===== config.mk =====
export PLATFORM = sky130hd
export DESIGN_NAME = chgdet_irq
export DESIGN_NICKNAME = d
export VERILOG_FILES = /design/src/rtl/chgdet_pkg.sv /design/src/rtl/chgdet_sync.sv /design/src/rtl/chgdet_hold.sv /design/src/rtl/chgdet_capture.sv /design/src/rtl/chgdet_irq.sv
export SDC_FILE = /design/constraint.sdc
export NUM_CORES = 1
export LEC_CHECK = 0
export BUFFER_PORTS_ARGS = -buffer_cell sky130_fd_sc_hd__buf_2
export CORE_ASPECT_RATIO = 2
export CORE_UTILIZATION = 55
export CTS_CLUSTER_SIZE = 12
export DETAILED_ROUTE_END_ITERATION = 10
export GPL_ROUTABILITY_DRIVEN = 0
export HOLD_SLACK_MARGIN = 0.1
export PLACE_DENSITY = 0.79
export SLEW_MARGIN = 20
export SYNTH_ARGS = -nofsm -noshare
export SYNTH_HDL_FRONTEND = slang
export SYNTH_SLANG_ARGS = --single-unit
export TNS_END_PERCENT = 10

===== constraint.sdc =====
create_clock -name clk -period 2.7 [get_ports clk]
set_input_delay 0.54 -clock clk [delete_from_list [all_inputs] [get_ports clk]]
set_output_delay 0.54 -clock clk [all_outputs]
set_load 0.03 [all_outputs]

===== src/rtl/chgdet_pkg.sv =====
// Package: shared types for the change-detect interrupt generator.
// Assumes nothing beyond IEEE 1800-2017 packages.
package chgdet_pkg;

    // Default geometry of the monitored port and its synchronizer.
    localparam int DEF_WIDTH = 16;
    localparam int DEF_SYNC  = 2;

    // Chip-select event decoded from the previous and current samples.
    typedef enum logic [1:0] {
        CS_IDLE = 2'b00,  // deselected, steady high
        CS_FALL = 2'b01,  // high -> low: capture status
        CS_RISE = 2'b10,  // low -> high: load mask
        CS_BUSY = 2'b11   // selected, steady low
    } cs_evt_e;

    // Decode one chip-select event from the registered and current levels.
    function automatic cs_evt_e cs_decode(input logic prev_lvl, input logic cur_lvl);
        cs_evt_e e;
        case ({prev_lvl, cur_lvl})
            2'b10:   e = CS_FALL;
            2'b01:   e = CS_RISE;
            2'b00:   e = CS_BUSY;
            default: e = CS_IDLE;
        endcase
        return e;
    endfunction

endpackage


===== src/rtl/chgdet_sync.sv =====
// Module: chgdet_sync
// Multi-stage synchronizer for a vector of asynchronous inputs.
// Assumes STAGES >= 1; every stage clears on a synchronous active-low reset.
module chgdet_sync #(
    parameter int W      = chgdet_pkg::DEF_WIDTH,
    parameter int STAGES = chgdet_pkg::DEF_SYNC
) (
    input  logic         clk,
    input  logic         rst_n,
    input  logic [W-1:0] d,
    output logic [W-1:0] q
);
    localparam int LAST = STAGES - 1;

    logic [W-1:0] stg [STAGES];

    genvar s;
    generate
        for (s = 0; s < STAGES; s++) begin : g_stage
            if (s == 0) begin : g_first
                // First stage samples the raw asynchronous port.
                always_ff @(posedge clk) begin
                    if (!rst_n) stg[0] <= '0;
                    else        stg[0] <= d;
                end
            end else begin : g_next
                // Later stages retime the previous stage.
                always_ff @(posedge clk) begin
                    if (!rst_n) stg[s] <= '0;
                    else        stg[s] <= stg[s-1];
                end
            end
        end
    endgenerate

    assign q = stg[LAST];

endmodule


===== src/rtl/chgdet_hold.sv =====
// Module: chgdet_hold
// Gates the synchronized port with the enable. While enabled, the output
// follows the input and a hold register tracks it. While disabled, the
// output is the value held from the last enabled clock edge.
// Assumes gate_en is a level that the interrupt path may use directly.
module chgdet_hold #(
    parameter int W = chgdet_pkg::DEF_WIDTH
) (
    input  logic         clk,
    input  logic         rst_n,
    input  logic         gate_en,
    input  logic [W-1:0] d,
    output logic [W-1:0] q
);
    logic [W-1:0] held_q;

    // Track the synchronized port on every enabled edge.
    always_ff @(posedge clk) begin
        if (!rst_n)       held_q <= '0;
        else if (gate_en) held_q <= d;
    end

    // Select the live port while enabled and the held value otherwise.
    always_comb begin
        q = gate_en ? d : held_q;
    end

endmodule


===== src/rtl/chgdet_capture.sv =====
// Module: chgdet_capture
// Owns the status and mask registers. A falling chip select records the
// effective port into status. A rising chip select loads the mask.
// Assumes cs_n is synchronous to clk. The previous-level register is not
// reset, so edge decoding matches the sampled levels.
module chgdet_capture
    import chgdet_pkg::*;
#(
    parameter int W = DEF_WIDTH
) (
    input  logic         clk,
    input  logic         rst_n,
    input  logic         cs_n,
    input  logic [W-1:0] eff_in,
    input  logic [W-1:0] mask_val,
    output logic [W-1:0] status_q,
    output logic [W-1:0] mask_q
);
    logic    cs_prev;
    cs_evt_e evt;

    // Remember the chip-select level of the previous edge.
    always_ff @(posedge clk) begin
        cs_prev <= cs_n;
    end

    // Classify the current chip-select event.
    always_comb begin
        evt = cs_decode(cs_prev, cs_n);
    end

    // Record the effective port when select falls.
    always_ff @(posedge clk) begin
        if (!rst_n)               status_q <= '0;
        else if (evt == CS_FALL)  status_q <= eff_in;
    end

    // Load the mask when select rises.
    always_ff @(posedge clk) begin
        if (!rst_n)               mask_q <= '0;
        else if (evt == CS_RISE)  mask_q <= mask_val;
    end

endmodule


===== src/rtl/chgdet_irq.sv =====
// Module: chgdet_irq (top)
// Masked change-detect interrupt generator with an open-drain style output:
// irq_drive_low pulls the line low, and irq_hiz releases it.
// Assumes clk-synchronous rst_n and cs_n. pin_in may be asynchronous.
module chgdet_irq
    import chgdet_pkg::*;
#(
    parameter int WIDTH       = DEF_WIDTH,
    parameter int SYNC_STAGES = DEF_SYNC
) (
    input  logic             clk,
    input  logic             rst_n,
    input  logic [WIDTH-1:0] pin_in,
    input  logic             gate_en,
    input  logic             cs_n,
    input  logic [WIDTH-1:0] mask_val,
    output logic [WIDTH-1:0] status_q,
    output logic             irq_drive_low,
    output logic             irq_hiz
);
    logic [WIDTH-1:0] pin_sync;
    logic [WIDTH-1:0] eff_in;
    logic [WIDTH-1:0] mask_q;
    logic [WIDTH-1:0] armed_diff;

    chgdet_sync #(.W(WIDTH), .STAGES(SYNC_STAGES)) u_sync (
        .clk   (clk),
        .rst_n (rst_n),
        .d     (pin_in),
        .q     (pin_sync)
    );

    chgdet_hold #(.W(WIDTH)) u_hold (
        .clk     (clk),
        .rst_n   (rst_n),
        .gate_en (gate_en),
        .d       (pin_sync),
        .q       (eff_in)
    );

    chgdet_capture #(.W(WIDTH)) u_cap (
        .clk      (clk),
        .rst_n    (rst_n),
        .cs_n     (cs_n),
        .eff_in   (eff_in),
        .mask_val (mask_val),
        .status_q (status_q),
        .mask_q   (mask_q)
    );

    // Compare the effective port with status, keeping armed bits only.
    always_comb begin
        armed_diff = (eff_in ^ status_q) & mask_q;
    end

    // Drive the line low on any armed mismatch, and release it when disabled.
    always_comb begin
        irq_drive_low = gate_en & (|armed_diff);
        irq_hiz       = ~gate_en;
    end

endmodule


# Yosys cells after proc, flatten, opt, wreduce, memory -nomap -nowiden
# Memory sizes are Yosys's and may differ from the RTL's.
# Cells that the tools add are included.
[op_classes] n_reduce_logical=2 n_bitwise=6 n_mux=6 eq_ne=4
[op_table] operator="$mux 16" n=3
[op_table] operator="$and 16x16->16" n=1
[op_table] operator="$reduce_or 16->1" n=1
[op_table] operator="$xor 16x16->16" n=1
[op_table] operator="$pmux 2 s3" n=1
[op_table] operator="$eq 2x1->1 const B" n=2
[op_table] operator="$eq 2x2->1 const B" n=2
[op_table] operator="$logic_not 2->1" n=1
[op_table] operator="$mux 1" n=2
[op_table] operator="$or 1x1->1" n=2
[op_table] operator="$and 1x1->1" n=1
[op_table] operator="$not 1->1" n=1
[totals] inputBits=36 memories=1 ramBits=32 output_inout_bits=18 elab_cells=23 reg_bits=49
[mem_list] memory="u_sync.stg" depth=2 word_bits=16 rd=2 rd_clocked_by_memory_dff=0 wr=2 line="chgdet_sync.sv:15" text="logic [W-1:0] stg [STAGES];"

# Logic depth before layout (Yosys ltp)
# Gate-level depths: netlist (run 1).
[depth] depth_word=5 mapped_depth=7 mapped_depth_nobuf=5

# Modules after synthesis
# Synthesis (run 1) repeated with hierarchy kept, for this count alone.
[unflattened] cells_unflattened=287 hier_area_um2=3139.3
[modules_own_cells] mod="chgdet_capture" cells_each=142 area_per_inst_um2=1331.3 n_inst=1 seq_area_each_um2=660.6
[modules_own_cells] mod="chgdet_sync" cells_each=67 area_per_inst_um2=895.9 n_inst=1 seq_area_each_um2=640.6
[modules_own_cells] mod="chgdet_hold" cells_each=51 area_per_inst_um2=675.6 n_inst=1 seq_area_each_um2=320.3
[modules_own_cells] mod="chgdet_irq" cells_each=27 area_per_inst_um2=236.5 n_inst=1 seq_area_each_um2=0.0

# Worst setup path after synthesis (run 1)
# Ideal clock, no wire load.
[synth_path] kind="input-to-output" from="input port gate_en" to="output port irq_drive_low" cell_stages=7 path_buffers=2 required_ps=2160 slack_ps=164 arrival_time_ps=1996 path_cell_list="buf_6 > buf_12 > mux2i_4 > xnor2_1 > a22oi_1 > and4_1 > a31oi_1"
[synth_between] elab_chain_cells=5
[synth_lines] element="start, declared" line="chgdet_irq.sv:14" text="input logic gate_en,"
[synth_lines] element="$mux 16" line="chgdet_hold.sv:25" text="q = gate_en ? d : held_q;"
[synth_lines] element="$xor 16x16->16" line="chgdet_irq.sv:53" text="armed_diff = (eff_in ^ status_q) & mask_q;"
[synth_lines] element="$and 16x16->16" line="chgdet_irq.sv:53"
[synth_lines] element="$reduce_or 16->1" line="chgdet_irq.sv:58" text="irq_drive_low = gate_en & (|armed_diff);"
[synth_lines] element="$and 1x1->1 (*)" line="chgdet_irq.sv:58"
[synth_lines] element="end, declared" line="chgdet_irq.sv:18" text="output logic irq_drive_low,"
# Every way passes the cells marked *; elsewhere a longest branch is shown, timed or not.

# Final worst setup path (run 1)
# Ends and elaborated chain as after synthesis.

==> results of run 1 <==
-- flip-flops by register name, summed over array words and instances (netlist names) --
register,count
u_cap.status_q,16
u_cap.mask_q,16
u_sync.stg,32
u_hold.held_q,16
u_cap.cs_prev,1
-- final cells by class --
cell class                      instances  area (sq um)
Inverter                                1         3.754
Tap cell                               58         72.57
Clock buffer                           12         155.1
Sequential cell                        81          1622
Clock inverter                          4         98.84
Multi-Input combinational cell        173          1269
Timing Repair Buffer                   58         315.3
Fill cell                             431          1649
-- synthesized netlist by cell type (all sizes together) --
library cell | count | area [sq um]
a221oi | 2 | 30.03
buf | 2 | 31.28
and2 | 32 | 200.2
nand2b | 1 | 6.260
a22o | 2 | 17.52
mux2i | 16 | 254.0
nand2 | 48 | 180.2
o211a | 16 | 160.2
a21boi | 16 | 120.1
inv | 1 | 3.750
clkbuf | 17 | 63.81
a31oi | 1 | 6.260
xnor2 | 16 | 140.1
nor2b | 18 | 112.6
and4 | 1 | 8.760
a22oi | 4 | 30.03
dfxtp | 81 | 1622
-- cells by family after synthesis --
logic type | after synthesis | synth area share (%)
AND/OR/NAND/NOR | 100 | 17.01
flip-flops | 81 | 54.29
AO/OA/AOI/OAI | 41 | 12.19
buffers and inverters | 20 | 3.309
XOR/XNOR | 16 | 4.692
multiplexers | 16 | 8.505
-- power by group through the flow --
stage                     logic [mW]  clock network [mW]  registers, mW
after floorplan                0.143                   0           1.33
after global placement         0.228                   0           1.31
after detailed placement       0.233                   0           1.31
after CTS                      0.234                1.10           1.28
after global routing           0.253                1.16           1.29
final                          0.231                1.07           1.28
-- worst max-delay path, stage by stage --
cell and delay [ns]:
sky130_fd_sc_hd__buf_2 0.10, sky130_fd_sc_hd__buf_12 0.20, sky130_fd_sc_hd__mux2i_2 0.30, sky130_fd_sc_hd__xnor2_1 0.10, sky130_fd_sc_hd__a22o_1 0.24, sky130_fd_sc_hd__a221oi_2 0.20
sky130_fd_sc_hd__a31oi_1 0.11, sky130_fd_sc_hd__buf_2 0.18
-- through the flow --
step | total power, mW | worst slack (ns) | std cells
after floorplan | 1.472 | 0.1635 | 274
after global placement | 1.535 | 0.1791 | 371
after detailed placement | 1.542 | 0.1444 | 371
after CTS | 2.615 | 0.1470 | 387
after global routing | 2.696 | 0.08026 | 387
final | 2.584 | 0.1695 | 387
-- metal layers --
layer | wire [um] | share of wire (%)
met3 | 231 | 4.6
met5 | 0 | 0
met1 | 2061 | 41
met2 | 2521 | 51
met4 | 171 | 3.4
-- placed cells by master (no fill, tap or decap), types with 2 or more instances in the layout --
cell,n
sky130_fd_sc_hd__mux2i_4,6
sky130_fd_sc_hd__bufinv_16,3
sky130_fd_sc_hd__o211a_1,16
sky130_fd_sc_hd__a22oi_1,4
sky130_fd_sc_hd__dfxtp_1,81
sky130_fd_sc_hd__a221oi_2,2
sky130_fd_sc_hd__a21boi_1,16
sky130_fd_sc_hd__buf_4,4
sky130_fd_sc_hd__mux2i_2,5
sky130_fd_sc_hd__clkbuf_8,11
sky130_fd_sc_hd__and2_1,32
sky130_fd_sc_hd__buf_2,53
sky130_fd_sc_hd__nor2b_1,17
sky130_fd_sc_hd__a22o_1,2
sky130_fd_sc_hd__nand2_1,48
sky130_fd_sc_hd__xnor2_1,16
sky130_fd_sc_hd__mux2i_1,5
-- worst min-delay path by stage --
stage	endpoint	slack [ns]	depth (start not counted)
6_report	u_cap.cs_prev	0.34	1
5_1_grt	u_cap.cs_prev	0.33	1
4_1_cts	u_cap.cs_prev	0.32	1
3_5_place_dp	u_sync.stg[1][6]	0.42	1
3_3_place_gp	u_sync.stg[1][1]	0.41	1
2_1_floorplan	u_sync.stg[1][0]	0.41	1
==> impl_table.tex, run 1 <==
\begin{tabular}{lr}
\hline
Metric & Value \\
\hline
\multicolumn{2}{l}{\textbf{Critical path}} \\
Arrival time at the worst endpoint & 1.99 ns \\
CP Data Required Time & 2.16 ns \\
Largest fanout of any net on the critical path & 17 \\
Endpoint class of the critical path & primary output \\
CP Class & input pin to primary output \\
Critical register-to-register path startpoint & u\_cap.cs\_prev \\
Startpoint type of the worst setup path & input pin \\
Depth of the worst register-to-register path & 3 \\
Launching instance or port of the critical path & gate\_en \\
Register-to-Register Setup Slack & $\sim$1.5 ns \\
Timing endpoint of the critical path & irq\_drive\_low \\
Endpoint of the most critical register-to-register path & u\_cap.mask\_q[13] \\
\multicolumn{2}{l}{\textbf{Synth}} \\
Fraction of the yosys area taken by sequential cells & 54.29\% \\
Yosys warnings & 0 \\
Combined area of all synthesized cells & 2987 sq um \\
Total nets after synthesis & 310 \\
Post-synth cell types & 20 \\
Post-synthesis register bit count & between 80 and 90 \\
Post-synthesis area per instance & 10.90 sq um \\
Count of mapped cells out of synthesis & 274 \\
\multicolumn{2}{l}{\textbf{STA}} \\
Endpoints failing setup & 0 \\
Final total negative setup slack & 0 ns \\
RSZ-0062 raised after global routing & no \\
Maximum clock frequency & 0.3952 GHz \\
Slew @ Worst Pin & 0.6113 ns \\
Smallest hold slack & 0.3399 ns \\
Tcrit/Tclk final & 93.72\% \\
Number of slew-limit violations in the final report & 0 \\
Number of hold violations in the final report & 0 \\
Clock Skew & 0.005228 ns \\
Relative slew margins & about three fifths \\
Post-route minimum period & roughly 2.5 ns \\
\multicolumn{2}{l}{\textbf{Clocking}} \\
CTS buffer count & 9 \\
Clock root buffer master & sky130\_fd\_sc\_hd\_\_clkbuf\_8 \\
Count of buffers added by post-CTS timing repair for setup & 0 \\
Clock transition at the registers of the reported paths & 0.08 ns \\
Worst-Skew Late Latency & roughly 0.35 ns \\
Num Clock Sinks & 81 \\
CTS-repair resized insts & 0 \\
CTS tree & built \\
H-tree levels & 3 \\
Clock Tree Buf Depth & 2 \\
CTS Hold Buffers Added & 0 \\
\multicolumn{2}{l}{\textbf{Drt}} \\
Total via count in the routed design & 1966 \\
Total routed wirelength & 4985 um \\
Remaining design rule violation count & 0 \\
Post-detailed-route wirelength per cell & 12.88 um \\
Pre-Repair DR Iteration Count & 4 \\
Iteration-0 DRC Markers & 23 \\
Number of vias per cell after detailed routing & a little over 5 \\
Number of nets with antenna violations after detailed routing & 0 \\
\multicolumn{2}{l}{\textbf{Finish}} \\
Share of the core filled with cells & around two thirds \\
Layout area overhead & 18.39\% \\
Number of diodes added for antenna fixing & 0 \\
Count of nets after finishing & 360 \\
Layout cell share with drive strength beyond 1 & 26.44\% \\
Area of all placed cells without fillers & $\sim$3500 sq um \\
\multicolumn{2}{l}{\textbf{Global route}} \\
Met2 global-route usage & approximately 32\% \\
Global-route usage over all layers & between 20\% and 30\% \\
Maximum number of pins on one net before global-route repair & between 80 and 90 \\
Vias in the first global route & 1888 \\
Antenna violations before repair & 0 \\
Global-route wire length before repair & about 8200 um \\
Busiest layer in global routing & met2 \\
Met3 Track Usage GR & 6.581\% \\
Remaining global-route overflow & 0 \\
GR Util met1 & 22.21\% \\
\multicolumn{2}{l}{\textbf{Power and ir drop}} \\
Share of total power in the clock network & between 40 and 50\% \\
Highest ir drop seen on vdd & 0.0006612 V \\
Switching component of the power & 0.5599 mW \\
Share of power burned in registers & 49.6\% \\
LEAKAGE & 1.615 nW \\
Pwr dens & 730.7 nW/um\^{}2 \\
Switching power as a share of total power & 21.67\% \\
Part of the total power dissipated in combinational logic & slightly below 9\% \\
Design internal power & 2.024 mW \\
\multicolumn{2}{l}{\textbf{Floorplanning}} \\
Die Span X & approximately 54 um \\
Die area & 5746 sq um \\
Die outline height & roughly 110 um \\
Number of rows in the core area & 37 \\
Initial core utilization & 57.60\% \\
Core Footprint & just over 5000 sq um \\
Number of I/O pins & 54 \\
\multicolumn{2}{l}{\textbf{Status}} \\
Status & finished clean \\
\multicolumn{2}{l}{\textbf{Placement}} \\
Buffers added on ports & 53 \\
Placed cell areas & 3282 sq um \\
Estimated wirelength of the detail-placed design & 3469 um \\
\multicolumn{2}{l}{\textbf{Worst hold path}} \\
Class of the most critical hold timing path & input pin to flip-flop \\
Start point of the worst hold path & cs\_n \\
\multicolumn{2}{l}{\textbf{Flow run}} \\
Count of max-cap constraint violations & 0 \\
\hline
\end{tabular}
Power figures use the tool's default switching activity.
==> run 2, diff against run 1 <==
CORE_UTILIZATION = 49   (was 55)
GPL_ROUTABILITY_DRIVEN = unset   (was 0)
clock period = 2.3 ns   (was 2.7 ns; I/O delays follow)
==> impl_table.tex, run 2 (synthesis gave the netlist of run 1 again) <==
\begin{tabular}{lr}
\hline
Metric & Value \\
\hline
\multicolumn{2}{l}{\textbf{STA}} \\
Clock Skew & 0.003835 ns (-0.001393 ns) \\
Relative slew margins & 57.76\% (-1.5 points) \\
Slew @ Worst Pin & 0.6336 ns (+0.02233 ns) \\
Maximum clock frequency & 0.4444 GHz \\
Number of slew-limit violations in the final report & 0 (unchanged) \\
Smallest hold slack & 0.2808 ns (-0.05909 ns) \\
Endpoints failing setup & 0 (unchanged) \\
RSZ-0062 raised after global routing & yes \\
Number of hold violations in the final report & 0 (unchanged) \\
Post-route minimum period & 2.250 ns \\
Tcrit/Tclk final & 97.84\% \\
\multicolumn{2}{l}{\textbf{Placement}} \\
Dpl cells & 389 (+4.9\%) \\
Placed cell areas & 3417 sq um (+4.1\%) \\
Estimated wirelength of the detail-placed design & 3598 um (+3.7\%) \\
Buffers added on ports & 53 (unchanged) \\
Final Wtd Congestion & 0.8224 \\
\multicolumn{2}{l}{\textbf{Finish}} \\
Most common library cell in the layout ignoring fill and taps & sky130\_fd\_sc\_hd\_\_dfxtp\_1 \\
Area of all placed cells without fillers & 3771 sq um (+6.7\%) \\
Register bank with the most flops & u\_sync.stg \\
Post-Layout Cell Count & 406 (+4.9\%) \\
Flip-flop count of the largest register, all copies and words added & 32 (unchanged) \\
Top library cells by usage in the layout, fill and taps aside & sky130\_fd\_sc\_hd\_\_dfxtp\_1 (81), sky130\_fd\_sc\_hd\_\_buf\_2 (51), sky130\_fd\_sc\_hd\_\_nand2\_1 (48), sky130\_fd\_sc\_hd\_\_and2\_1 (32), sky130\_fd\_sc\_hd\_\_buf\_4 (19) \\
Number of diodes added for antenna fixing & 0 (unchanged) \\
Layout area overhead & 26.27\% \\
Layout cell share with drive strength beyond 1 & 30.14\% (+3.7 points) \\
Count of nets after finishing & 377 (+4.7\%) \\
\multicolumn{2}{l}{\textbf{Floorplanning}} \\
Die outline height & 112.4 um (+5.8\%) \\
Number of I/O pins & 54 (unchanged) \\
Die Span X & 57.21 um (+5.7\%) \\
Initial core utilization & 51.43\% (-6.2 points) \\
Core Footprint & 5807 sq um (+12\%) \\
Number of rows in the core area & 39 (+5.4\%) \\
Die area & 6430 sq um (+12\%) \\
\multicolumn{2}{l}{\textbf{Power and ir drop}} \\
LEAKAGE & 1.717 nW (+6.4\%) \\
Switching component of the power & 0.6708 mW (+20\%) \\
Share of power burned in registers & 49.4\% (-0.2 points) \\
Part of the total power dissipated in combinational logic & 10.3\% (+1.4 points) \\
Switching power as a share of total power & 21.97\% (+0.30 points) \\
Pwr dens & 809.7 nW/um\^{}2 (+11\%) \\
Share of total power in the clock network & 40.3\% (-1.2 points) \\
Design internal power & 2.382 mW (+18\%) \\
Highest ir drop seen on vdd & 0.0004734 V (-28\%) \\
\multicolumn{2}{l}{\textbf{Critical path}} \\
Endpoint class of the critical path & primary output \\
Largest fanout of any net on the critical path & 8 (-9) \\
Depth of the worst register-to-register path & 3 (unchanged) \\
CP Data Required Time & 1.84 ns (-0.32 ns) \\
Cell Chain, Critical Path & buf\_12 -> buf\_12 -> mux2i\_4 -> xnor2\_2 -> a22o\_1 -> a221oi\_2 -> a31oi\_2 -> buf\_6 \\
Critical-path top delay cell & sky130\_fd\_sc\_hd\_\_mux2i\_4 \\
Worst path most repeated cell & sky130\_fd\_sc\_hd\_\_buf\_12 \\
Critical register-to-register path startpoint & u\_cap.cs\_prev \\
Endpoint of the most critical register-to-register path & u\_cap.mask\_q[9] \\
CP Class & input pin to primary output \\
Peak per-stage delay on the critical path & 0.28 ns (-0.02 ns) \\
Arrival time at the worst endpoint & 1.79 ns (-0.20 ns) \\
Register-to-Register Setup Slack & 1.11 ns (-0.38 ns) \\
Startpoint type of the worst setup path & input pin \\
\multicolumn{2}{l}{\textbf{Drt}} \\
Iteration-0 DRC Markers & 108 (+370\%) \\
Remaining design rule violation count & 8 (+8) \\
Post-detailed-route wirelength per cell & 13.45 um (+4.4\%) \\
Pre-Repair DR Iteration Count & 8 (+4) \\
Number of nets with antenna violations after detailed routing & 0 (unchanged) \\
Total via count in the routed design & 2061 (+4.8\%) \\
Number of vias per cell after detailed routing & 5.076 (about the same) \\
Total routed wirelength & 5460 um (+9.5\%) \\
\multicolumn{2}{l}{\textbf{Clocking}} \\
Clock root buffer master & sky130\_fd\_sc\_hd\_\_clkbuf\_16 \\
CTS tree & built \\
Clock transition at the registers of the reported paths & 0.05 ns (-0.03 ns) \\
Clock Tree Buf Depth & 2 (unchanged) \\
Num Clock Sinks & 81 (unchanged) \\
Worst-Skew Late Latency & 0.33 ns (-0.02 ns) \\
CTS buffer count & 9 (unchanged) \\
H-tree levels & 3 (unchanged) \\
\multicolumn{2}{l}{\textbf{Global route}} \\
Maximum number of pins on one net before global-route repair & 47 (-42\%) \\
Antenna violations before repair & 0 (unchanged) \\
Global-route usage over all layers & 18.64\% (-1.8 points) \\
Vias in the first global route & 1921 (+1.7\%) \\
Remaining global-route overflow & 0 (unchanged) \\
Global-route wire length before repair & 8901 um (+8.0\%) \\
\multicolumn{2}{l}{\textbf{Worst hold path}} \\
Class of the most critical hold timing path & input pin to flip-flop \\
Hold path depth & 1 (unchanged) \\
End of the worst hold path & u\_cap.cs\_prev \\
Start point of the worst hold path & cs\_n \\
\multicolumn{2}{l}{\textbf{Status}} \\
Failing checks & design-rule violations \\
Status & finished with violations \\
\multicolumn{2}{l}{\textbf{Flow run}} \\
Count of max-cap constraint violations & 0 (unchanged) \\
\hline
\end{tabular}
==> run 2: changes by cell type in the layout (fill, tap and decap cells not counted), moves of 2 or more <==
cell	previous run	this run
sky130_fd_sc_hd__clkbuf_16	0	9
sky130_fd_sc_hd__mux2i_4	6	8
sky130_fd_sc_hd__buf_2	53	51
sky130_fd_sc_hd__xnor2_2	0	2
sky130_fd_sc_hd__xnor2_1	16	14
sky130_fd_sc_hd__buf_12	1	3
sky130_fd_sc_hd__bufinv_16	3	0
sky130_fd_sc_hd__buf_4	4	19
sky130_fd_sc_hd__mux2i_1	5	3
sky130_fd_sc_hd__clkbuf_1	1	5
sky130_fd_sc_hd__clkbuf_8	11	1
==> run 2: worst max path at each step <==
stage / from / to / slack, ns / cells after the start
2_1_floorplan: gate_en / irq_drive_low / 0.09 / 7
3_3_place_gp: gate_en / irq_drive_low / -0.06 / 8
3_5_place_dp: gate_en / irq_drive_low / -0.07 / 8
4_1_cts: gate_en / irq_drive_low / 0.01 / 8
5_1_grt: gate_en / irq_drive_low / -0.02 / 8
6_report: gate_en / irq_drive_low / 0.05 / 8
==> run 2: routing by layer <==
metal  track usage, %  up-vias  share of wire, %
met4            10.41        0               3.1
met3            5.184       10               4.2
met5                0        -                 0
met2            31.76       54                53
met1            20.28      969                40
li1                 -     1028                 -
==> run 2: repair_timing <==
action,in CTS,in global routing
hold buffers,0,0
pin swaps,0,3
gates resized for setup,6,7
gates cloned,1,0
buffers inserted,0,1
endpoints found under the setup margin,1,1
==> run 2: metrics by stage <==
step           setup WS (ns)  total power [mW]  setup TNS [ns]  util [%]
2_1_floorplan        0.08627             1.730               0         -
3_3_place_gp        -0.05742             1.823        -0.05742     58.85
3_5_place_dp        -0.06870             1.830        -0.06870     58.85
4_1_cts              0.01211             3.077               0     64.10
5_1_grt             -0.02285             3.184        -0.02285     64.94
6_report             0.04962             3.053               0     64.94
==> run 2: worst max-delay path, delay by kind of cell <==
kind,cells,cell delay (ns)
xor gates and xnor gates,1,0.11
AOI/OAI and AO/OA,3,0.55
buffers and inverters,3,0.38
muxes,1,0.28
==> run 2: power groups by stage <==
| stage | logic (mW) | clock network, mW | registers, mW |
|---|---|---|---|
| floorplan | 0.170 | 0 | 1.56 |
| global placement | 0.288 | 0 | 1.53 |
| detailed placement | 0.293 | 0 | 1.54 |
| CTS | 0.306 | 1.26 | 1.51 |
| global route | 0.339 | 1.33 | 1.51 |
| finish | 0.313 | 1.23 | 1.51 |
==> run 2: area by class of cell <==
cell class | count | area, sq um
Timing Repair Buffer | 75 | 496.7
Inverter | 1 | 3.754
Multi-Input combinational cell | 173 | 1315
Sequential cell | 81 | 1622
Clock buffer | 15 | 257.7
Tap cell | 61 | 76.32
Fill cell | 429 | 2036
